--- src/rtl/tlb_pkg.sv ---
package tlb_pkg;

  localparam int WAYS  = 4;
  localparam int WAY_W = 2;
  localparam int TREE_W = WAYS - 1;

  typedef struct packed {
    logic wr_ok;
    logic user;
    logic dirty;
  } perm_t;

  // Victim chosen by a three-bit replacement tree.
  function automatic logic [WAY_W-1:0] tree_victim(input logic [TREE_W-1:0] t);
    logic [WAY_W-1:0] v;
    if (!t[0]) v = {1'b0, t[1]};
    else       v = {1'b1, t[2]};
    return v;
  endfunction

  // Point the tree away from the way just used.
  function automatic logic [TREE_W-1:0] tree_touch(input logic [TREE_W-1:0] t,
                                                   input logic [WAY_W-1:0]  w);
    logic [TREE_W-1:0] n;
    n = t;
    if (!w[1]) begin
      n[0] = 1'b1;
      n[1] = ~w[0];
    end else begin
      n[0] = 1'b0;
      n[2] = ~w[0];
    end
    return n;
  endfunction

endpackage

--- src/rtl/tlb_way_store.sv ---
module tlb_way_store
  import tlb_pkg::*;
#(
  parameter int SETS  = 16,
  parameter int IDX_W = 4,
  parameter int TAG_W = 16,
  parameter int PFN_W = 20
) (
  input  logic             clk,
  input  logic             rst,
  input  logic             flush,
  input  logic             we,
  input  logic [IDX_W-1:0] w_idx,
  input  logic [TAG_W-1:0] w_tag,
  input  logic [PFN_W-1:0] w_pfn,
  input  perm_t            w_perm,
  input  logic [IDX_W-1:0] a_idx,
  output logic             a_valid,
  output logic [TAG_W-1:0] a_tag,
  output logic [PFN_W-1:0] a_pfn,
  output perm_t            a_perm,
  input  logic [IDX_W-1:0] b_idx,
  output logic             b_valid,
  output logic [TAG_W-1:0] b_tag
);

  // Payload arrays carry no reset so they can map onto RAM.
  logic [TAG_W-1:0] tag_mem  [SETS];
  logic [PFN_W-1:0] pfn_mem  [SETS];
  perm_t            perm_mem [SETS];
  logic [SETS-1:0]  valid_q;

  always_ff @(posedge clk) begin
    if (we) begin
      tag_mem[w_idx]  <= w_tag;
      pfn_mem[w_idx]  <= w_pfn;
      perm_mem[w_idx] <= w_perm;
    end
  end

  always_ff @(posedge clk) begin
    if (rst || flush) valid_q <= '0;
    else if (we)      valid_q[w_idx] <= 1'b1;
  end

  assign a_valid = valid_q[a_idx];
  assign a_tag   = tag_mem[a_idx];
  assign a_pfn   = pfn_mem[a_idx];
  assign a_perm  = perm_mem[a_idx];
  assign b_valid = valid_q[b_idx];
  assign b_tag   = tag_mem[b_idx];

endmodule

--- src/rtl/tlb_tag_match.sv ---
module tlb_tag_match
  import tlb_pkg::*;
#(
  parameter int TAG_W = 16
) (
  input  logic [WAYS-1:0]            valid,
  input  logic [WAYS-1:0][TAG_W-1:0] tags,
  input  logic [TAG_W-1:0]           key,
  output logic [WAYS-1:0]            match,
  output logic [WAY_W-1:0]           match_way
);

  for (genvar g = 0; g < WAYS; g++) begin : g_cmp
    assign match[g] = valid[g] && (tags[g] == key);
  end

  always_comb begin
    match_way = '0;
    for (int i = WAYS - 1; i >= 0; i--) begin
      if (match[i]) match_way = WAY_W'(i);
    end
  end

endmodule

--- src/rtl/tlb_plru_state.sv ---
module tlb_plru_state
  import tlb_pkg::*;
#(
  parameter int SETS  = 16,
  parameter int IDX_W = 4
) (
  input  logic             clk,
  input  logic             rst,
  input  logic             flush,
  input  logic             upd,
  input  logic [IDX_W-1:0] upd_idx,
  input  logic [WAY_W-1:0] upd_way,
  input  logic [IDX_W-1:0] q_idx,
  output logic [WAY_W-1:0] q_victim
);

  logic [TREE_W-1:0] tree_q [SETS];

  always_ff @(posedge clk) begin
    if (rst || flush) begin
      for (int s = 0; s < SETS; s++) tree_q[s] <= '0;
    end else if (upd) begin
      tree_q[upd_idx] <= tree_touch(tree_q[upd_idx], upd_way);
    end
  end

  assign q_victim = tree_victim(tree_q[q_idx]);

endmodule

--- src/rtl/vpage_tlb.sv ---
module vpage_tlb
  import tlb_pkg::*;
#(
  parameter int VPN_W    = 20,
  parameter int PFN_W    = 20,
  parameter int SET_BITS = 4
) (
  input  logic             clk,
  input  logic             rst,
  input  logic             flush,
  input  logic             lk_req,
  input  logic             lk_write,
  input  logic [VPN_W-1:0] lk_vpn,
  output logic             lk_hit,
  output logic [PFN_W-1:0] lk_pfn,
  output logic             lk_wr_ok,
  output logic             lk_user,
  output logic             lk_dirty,
  input  logic             fl_en,
  input  logic [VPN_W-1:0] fl_vpn,
  input  logic [PFN_W-1:0] fl_pfn,
  input  logic             fl_wr_ok,
  input  logic             fl_user,
  input  logic             fl_dirty
);

  localparam int SETS  = 1 << SET_BITS;
  localparam int TAG_W = VPN_W - SET_BITS;

  logic [SET_BITS-1:0] lk_idx, fl_idx;
  logic [TAG_W-1:0]    lk_tag, fl_tag;

  assign lk_idx = lk_vpn[SET_BITS-1:0];
  assign lk_tag = lk_vpn[VPN_W-1:SET_BITS];
  assign fl_idx = fl_vpn[SET_BITS-1:0];
  assign fl_tag = fl_vpn[VPN_W-1:SET_BITS];

  logic [WAYS-1:0]            a_valid, b_valid, way_we;
  logic [WAYS-1:0][TAG_W-1:0] a_tag, b_tag;
  logic [WAYS-1:0][PFN_W-1:0] a_pfn;
  perm_t [WAYS-1:0]           a_perm;
  perm_t                      fl_perm;
  logic                       fill_go;

  assign fl_perm = '{wr_ok: fl_wr_ok, user: fl_user, dirty: fl_dirty};
  assign fill_go = fl_en && !flush;   // flush wins over fill

  for (genvar g = 0; g < WAYS; g++) begin : g_way
    tlb_way_store #(
      .SETS (SETS), .IDX_W(SET_BITS), .TAG_W(TAG_W), .PFN_W(PFN_W)
    ) u_store (
      .clk    (clk),
      .rst    (rst),
      .flush  (flush),
      .we     (way_we[g]),
      .w_idx  (fl_idx),
      .w_tag  (fl_tag),
      .w_pfn  (fl_pfn),
      .w_perm (fl_perm),
      .a_idx  (lk_idx),
      .a_valid(a_valid[g]),
      .a_tag  (a_tag[g]),
      .a_pfn  (a_pfn[g]),
      .a_perm (a_perm[g]),
      .b_idx  (fl_idx),
      .b_valid(b_valid[g]),
      .b_tag  (b_tag[g])
    );
  end

  // Lookup side
  logic [WAYS-1:0]  hit_vec;
  logic [WAY_W-1:0] hit_way;
  perm_t            hit_perm;
  logic             hit_any, dirty_block, hit_ok;

  tlb_tag_match #(.TAG_W(TAG_W)) u_lk_match (
    .valid    (a_valid),
    .tags     (a_tag),
    .key      (lk_tag),
    .match    (hit_vec),
    .match_way(hit_way)
  );

  assign hit_any     = |hit_vec;
  assign hit_perm    = a_perm[hit_way];
  assign dirty_block = lk_write && !hit_perm.dirty;
  assign hit_ok      = lk_req && hit_any && !dirty_block;

  assign lk_hit   = hit_ok;
  assign lk_pfn   = hit_ok ? a_pfn[hit_way] : '0;
  assign lk_wr_ok = hit_ok && hit_perm.wr_ok;
  assign lk_user  = hit_ok && hit_perm.user;
  assign lk_dirty = hit_ok && hit_perm.dirty;

  // Fill side
  logic [WAYS-1:0]  dup_vec;
  logic [WAY_W-1:0] dup_way, free_way, victim_way, fill_way;
  logic             free_any;

  tlb_tag_match #(.TAG_W(TAG_W)) u_fl_match (
    .valid    (b_valid),
    .tags     (b_tag),
    .key      (fl_tag),
    .match    (dup_vec),
    .match_way(dup_way)
  );

  always_comb begin
    free_way = '0;
    free_any = 1'b0;
    for (int i = WAYS - 1; i >= 0; i--) begin
      if (!b_valid[i]) begin
        free_way = WAY_W'(i);
        free_any = 1'b1;
      end
    end
  end

  always_comb begin
    if (|dup_vec)      fill_way = dup_way;
    else if (free_any) fill_way = free_way;
    else               fill_way = victim_way;
  end

  for (genvar g = 0; g < WAYS; g++) begin : g_we
    assign way_we[g] = fill_go && (fill_way == WAY_W'(g));
  end

  // Replacement state: an accepted fill owns the update port.
  logic                plru_upd;
  logic [SET_BITS-1:0] plru_idx;
  logic [WAY_W-1:0]    plru_way;

  assign plru_upd = fill_go || hit_ok;
  assign plru_idx = fill_go ? fl_idx   : lk_idx;
  assign plru_way = fill_go ? fill_way : hit_way;

  tlb_plru_state #(.SETS(SETS), .IDX_W(SET_BITS)) u_plru (
    .clk     (clk),
    .rst     (rst),
    .flush   (flush),
    .upd     (plru_upd),
    .upd_idx (plru_idx),
    .upd_way (plru_way),
    .q_idx   (fl_idx),
    .q_victim(victim_way)
  );

endmodule

--- config.mk ---
export PLATFORM = sky130hd
export DESIGN_NAME = vpage_tlb
export DESIGN_NICKNAME = d
export VERILOG_FILES = /design/src/rtl/tlb_pkg.sv /design/src/rtl/tlb_way_store.sv /design/src/rtl/tlb_tag_match.sv /design/src/rtl/tlb_plru_state.sv /design/src/rtl/vpage_tlb.sv
export SDC_FILE = /design/constraint.sdc
export NUM_CORES = 2
export LEC_CHECK = 0
export BUFFER_PORTS_ARGS = -buffer_cell sky130_fd_sc_hd__buf_2
export CAP_MARGIN = 20
export CORE_MARGIN = 1.5
export CORE_UTILIZATION = 57
export DETAILED_ROUTE_END_ITERATION = 8
export GPL_TIMING_DRIVEN = 0
export PLACE_DENSITY = 0.73
export SKIP_LAST_GASP = 1
export SLEW_MARGIN = 5
export SYNTH_ARGS = -nofsm -noshare
export SYNTH_HDL_FRONTEND = slang
export SYNTH_HIERARCHICAL = 1
export SYNTH_SLANG_ARGS = --single-unit
--- constraint.sdc ---
create_clock -name clk -period 6.4 [get_ports clk]
set_input_delay 0 -clock clk [delete_from_list [all_inputs] [get_ports clk]]
set_output_delay 0 -clock clk [all_outputs]
set_load 0.005 [all_outputs]
## Word level (Yosys, flattened, before mapping)

Memory sizes are Yosys's and may differ from the RTL's.
Index checks and enable logic that the tools add are counted.

| word-level totals | value |
|---|---|
| bits in registers | 64 |
| bits in writable memories | 2,544 |
| input port bits | 69 |
| output and inout port bits | 24 |
| word-level logic and storage cells | 139 |
| memories | 13 |

| cells by class | value |
|---|---|
| magnitude comparators | 4 |
| eq/ne operators | 13 |
| muxes and demuxes | 69 |
| bitwise operators | 5 |
| reduce and logical (&&, ||, !) cells | 31 |

Memory list:

| memory | words | bits a word | rd ports | clocked after memory_dff | wr ports | line | RTL |
|---|---|---|---|---|---|---|---|
| g_way[0].u_store.pfn_mem | 16 | 20 | 1 | 0 | 1 | tlb_way_store.sv:29 | `logic [PFN_W-1:0] pfn_mem [SETS];` |
| g_way[1].u_store.pfn_mem | 16 | 20 | 1 | 0 | 1 | tlb_way_store.sv:29 |  |
| g_way[2].u_store.pfn_mem | 16 | 20 | 1 | 0 | 1 | tlb_way_store.sv:29 |  |
| g_way[3].u_store.pfn_mem | 16 | 20 | 1 | 0 | 1 | tlb_way_store.sv:29 |  |
| g_way[0].u_store.tag_mem | 16 | 16 | 2 | 0 | 1 | tlb_way_store.sv:28 | `logic [TAG_W-1:0] tag_mem [SETS];` |
| g_way[1].u_store.tag_mem | 16 | 16 | 2 | 0 | 1 | tlb_way_store.sv:28 |  |
| +7 memories | n/a | n/a | n/a | n/a | n/a | n/a |  |

Operators with widths:

| kind | number |
|---|---|
| 16-bit == test | 8 |
| 16-bit bitwise OR | 4 |
| 20-bit binary-select mux with 2-bit select | 1 |
| 20-bit 2-to-1 mux | 2 |
| 1-bit 2-to-1 mux | 35 |
| 1-bit binary-select mux with 4-bit select | 8 |
| 2-bit 2-to-1 mux | 16 |
| 1-bit logical AND | 20 |
| 4-bit by 5-bit less-than comparator with 1-bit output, second input constant | 2 |
| 3-bit 2-to-1 mux | 3 |
| 4-bit 2-to-1 mux | 2 |
| 4-bit OR reduction | 2 |
| 3-bit binary-select mux with 2-bit select | 1 |
| 3-bit inequality test, second input constant | 2 |
| 1-bit demux with 4-bit select | 1 |
| 2-bit == test, second input constant | 2 |
| 4-bit by 1-bit greater-or-equal comparator with 1-bit output, second input constant | 1 |
| 2-bit AND reduction | 2 |
| 1-bit logical NOT | 3 |
| 2-bit by 3-bit less-than comparator with 1-bit output, second input constant | 1 |
| 3-bit OR reduction | 1 |
| 2-bit by 1-bit == test with 1-bit output, second input constant | 1 |
| 2-bit logical NOT | 1 |
| 1-bit logical OR | 2 |
| 1-bit inverter | 1 |

## Logic depth before layout (Yosys ltp)

| logic depth | value |
|---|---|
| depth in word-level cells | 20 |
| mapped depth | 21 |
| gate-level depth less buffers | 16 |

## By module

Netlist, hierarchy kept.

Modules (own cells, without submodules):

| module | instances | cells an instance | area an instance (µm²) |
|---|---|---|---|
| tlb_way_store | 4 | 1,164 | 26,258.9 |
| tlb_plru_state | 1 | 216 | 2,461.1 |
| tlb_tag_match | 2 | 95 | 758.2 |
| vpage_tlb | 1 | 98 | 960.9 |

## Least setup slack after synthesis

No wires, ideal clock.

| timing | value |
|---|---|
| path type | input to register |
| start | input port fl_vpn[0] |
| end | memory g_way[3].u_store/perm_mem[0][0] in the netlist's numbering, enable pin |
| arrival time | 6.002 ns |
| setup slack | -0.089 ns |
| stages on the path | 16 |
| cell sequence | clkbuf_1 buf_2 mux4_2 a22oi_1 nand2_1 xor2_1 nor4_1 nand4_1 or2_1 a211oi_2 o41a_1 a21oi_1 o31ai_1 and2_1 or3b_1 nor3_1 |

RTL lines:

| item | line | RTL |
|---|---|---|
| from (decl) | vpage_tlb.sv:20 | `input logic [VPN_W-1:0] fl_vpn,` |
| to (decl) | tlb_way_store.sv:30 | `perm_t perm_mem [SETS];` |

==> impl_metrics.py <==
metrics = {
    "clock_tree": {
        "ctsLongestPathBuffers": 4,
        "cts_tree": "done",
        "cts.clk_slew.worst_paths_ps": 60,
        "clock_latency_ps": 950,
        "cts.sinks": 2608,
        "cts-htree-levels": 5,
        "cts-root-buf": "clkbuf_16",
        "numCtsBuffers": 278,
    },
    "floorplan": {
        "start_util": 0.572,
        "die_area_sq_um": 196000,
        "ios": 93,
        "die_x_um": 442,
        "die_y_um": 442,
        "core-area_sq_um": 192000,
        "rows": 161,
    },
    "sta": {
        "fmax_mhz": 155,
        "finClkSkew_ps": 71.5,
        "worstMarginPinSlew_ps": 1080,
        "max_slew_margin": 0.281,
        "setup-violations-final": 9,
        "fin_crit_sh": 1.01,
        "finalHoldViolations": 0,
        "finalCriticalPeriod_ps": 6440,
        "drv_slew": 0,
        "setup_ws_ps": -44.2,
    },
    "yosys": {
        "synth_seq_cells": 2608,
        "ys_warn_count": 6,
        "synth_edf_count": 2544,
        "yosysTopAreaCell": "edfxtp_1",
        "async_reset_ff_frac": 0,
        "synth-main-ff-cell": "edfxtp_1",
        "synthCells": 5160,
        "ys_seq_area_frac": 0.706,
        "netlist.area_leader.share": 0.695,
        "synth_area_leaders": "edfxtp_1 69%, mux4_2 15%, mux4_1 5.0%",
        "synth_area_per_cell_sq_um": 21.3,
        "synth_cell_type_count": 48,
        "syn_nets": 5229,
        "synth_area_sq_um": 110000,
    },
    "status": {
        "violations": "negative setup slack",
        "run_status": "complete, but fails checks",
    },
    "grt": {
        "grt_pass1_wl_um": 443000,
        "grtUsageTotal": 0.324,
        "grt_pass1_vias": 59352,
        "grt_antenna_before_repair": 15,
        "overflow": 0,
        "grt_max_degree": 69,
    },
    "finish": {
        "multi_input_area_sq_um": 30500,
        "nFillCells": 12299,
        "final-seq-area_sq_um": 77700,
        "instances_no_fill": 8459,
        "layout-drive-gt1-share": 0.265,
        "area_growth_pct": 14.3,
        "num-nets-final": 5809,
    },
    "route": {
        "via_per_inst": 7.11,
        "route.detailed.drc": 0,
        "finalWirelength_um": 316000,
        "drtPass1Iterations": 6,
        "drtIter0Drc": 9222,
        "ant_nets": 0,
        "wl_per_cell_um": 37.4,
        "via_count": 60135,
    },
    "power": {
        "p_per_area_nw_per_um2": 292,
        "vdd_drop_max_v": 0.000288,
        "p_leak_nw": 40.5,
        "power.total_mw": 36.7,
    },
    "worst_setup_path": {
        "critPathBufInv": 7,
        "cp_common_cell": "buf_6",
        "worstPathRequired_ps": 7020,
        "cp_slowest_stage_delay_ps": 700,
        "r2r-start": "g_way[3].u_store/tag_mem[11][6]$_DFFE_PP_",
        "cp.arrival_ps": 7060,
        "crit_path_cell_trace": "buf_4 -> nor2b_1 -> clkbuf_1 -> clkbuf_1 -> a22oi_1 -> nand2_1 -> xor2_1 -> nor4_1 -> nand4_1 -> or2_1 -> a211oi_2 -> o41a_1 -> a41oi_1 -> nor2_2 -> nand3b_1 -> nor3_4 -> buf_6 -> buf_6 -> buf_4 -> buf_6",
        "worstRegToRegCells": 18,
        "path_max_fanout": 46,
        "cp-end-kind": "register",
        "cp-start-kind": "input pin",
        "reg2reg_setup_slack_ps": 150,
        "slowest_stage": "buf_4",
        "r2r_end": "g_way[2].u_store/tag_mem[1][5]$_DFFE_PP_",
        "critPathKind": "in -> reg",
        "path_delay_family": "simple AND/OR/NAND/NOR gates",
    },
    "worst_hold_path": {
        "hold_end": "g_way[2].u_store/pfn_mem[6][16]$_DFFE_PP_",
        "hold_path_class": "in -> reg",
        "hold_path.startpoint": "fl_pfn[16]",
        "hold_depth": 2,
    },
    "placement": {
        "hpwl_um": 206000,
        "placedCellCount": 7938,
        "routabilityCongestion": 0.866,
        "numPortBuffers": 92,
    },
    "flow_run": {
        "drv_cap": 0,
    },
}
stage by stage:
stage / cell area [sq um] / setup slack (ps) / hold slack [ps] / util / setup TNS [ps]
after floorplan: 110000 / 32.7 / 98.9 / - / 0
after global placement: 114000 / -6830 / 459 / 0.591 / -
after detailed placement: 117000 / -1460 / 252 / 0.607 / -1566560
after CTS: 126000 / 2.94 / 3.25 / 0.654 / 0
after global routing: 126000 / -29.4 / 20.8 / 0.654 / -238
final: 126000 / -44.2 / 58.1 / 0.654 / -358
registers in the layout, indices dropped and copies added (netlist names):
register	count
g_way.u_store/tag_mem	1024
g_way.u_store/valid_q	64
g_way.u_store/pfn_mem	1280
u_plru/tree_q	48
g_way.u_store/perm_mem	192
cell type report:
cell class	instances	share of cell area
diodes	9	0.000179
inverters	9	0.000269
plain buffers	335	0.0178
well taps	2526	0.0252
flip-flops and latches	2608	0.618
repair buffers	300	0.0284
clock buffers	357	0.0594
multi-input cells	2208	0.243
clock inverters	107	0.00788
worst reg2reg max path: stages, from the launching register on:
cell      delay [ps]
edfxtp_1         370
mux4_2           490
a22oi_1          380
nand2_1          130
xnor2_1          210
nand4_1          120
nor4_1           400
buf_2            270
nand3_1          430
a211oi_2         390
o41a_1           250
a41oi_1           90
nor2_2           480
nand3b_1         450
nor3_4           640
buf_6            250
buf_6            160
buf_4            230
buf_6            190
worst max path at each step:
| stage | startpoint | to | slack [ps] | depth (start not counted) |
|---|---|---|---|---|
| global route | fl_vpn[1] | g_way[2].u_store/tag_mem[1][7]$_DFFE_PP_ | -30 | 21 |
| finish | fl_vpn[3] | g_way[2].u_store/tag_mem[1][5]$_DFFE_PP_ | -40 | 20 |
| CTS | fl_vpn[1] | g_way[2].u_store/tag_mem[1][6]$_DFFE_PP_ | 3 | 21 |
| global placement | fl_vpn[3] | g_way[2].u_store/tag_mem[0][6]$_DFFE_PP_ | -6830 | 16 |
| detailed placement | fl_vpn[1] | g_way[2].u_store/tag_mem[1][11]$_DFFE_PP_ | -1460 | 20 |
| floorplan | fl_vpn[0] | g_way[2].u_store/perm_mem[0][0]$_DFFE_PP_ | 30 | 15 |
synth_stat cells, drive strengths merged, types with 9 or more instances:
master and count:
nor2b 43, nand3b 9, o21ai 33, mux4 947, dfxtp 64, nand2 282, nor4 15, nand4 20
nand3 20, nand2b 13, inv 9, buf 152, xnor2 90, edfxtp 2544, o21a 67, and2 9
clkbuf 183, nor2 115, a22oi 458, xor2 38, nor3 19
power by group:
part	internal [mW]	leakage, nW	switching [mW]
Combinational	0.919	12.9	1.62
Sequential	18.8	23.5	0.0193
Clock	8.94	4.14	6.41
Total	28.7	40.5	8.04
kinds of logic (layout without fill, tap and decap cells):
kind of cell,Yosys count,after routing,share of synthesized area
AO/OA/AOI/OAI,573,573,0.0385
buffers and inverters,344,1108,0.0207
flip-flops,2608,2608,0.706
other,0,9,0
multiplexers,951,951,0.202
AND/OR/NAND/NOR,556,556,0.0228
XOR/XNOR,128,128,0.0102
repair_timing:
| item | in CTS | in global routing |
|---|---|---|
| resized for setup | 7 | 4 |
| buffers inserted | 0 | 2 |
| endpoints found under the setup margin | 218 | 465 |
| hold buffers | 46 | 0 |
| pin swaps | 0 | 2 |
| hold endpoints to repair | 2505 | 0 |
placed cells by master, fill, tap and decap left out, types with 35 or more instances in the layout:
cell type,n
buf_6,51
buf_12,110
nand2_1,282
xnor2_1,90
a22oi_1,458
xor2_1,38
dfxtp_1,64
nor2_4,48
dlygate4sd3_1,46
buf_2,147
mux4_2,736
clkinv_1,45
o21a_1,67
buf_4,67
mux4_1,211
edfxtp_1,2544
clkbuf_16,284
nor2_1,66
nor2b_1,43
clkbuf_1,244
clkinv_2,35
layer usage:
layer	wire [um]	GRT usage	up-vias
li1	-	-	23474
met3	40000	0.0852	738
met2	147000	0.491	4413
met1	109000	0.432	31496
met5	99	0	-
met4	20200	0.183	14
(Power assumes the default switching activity.)
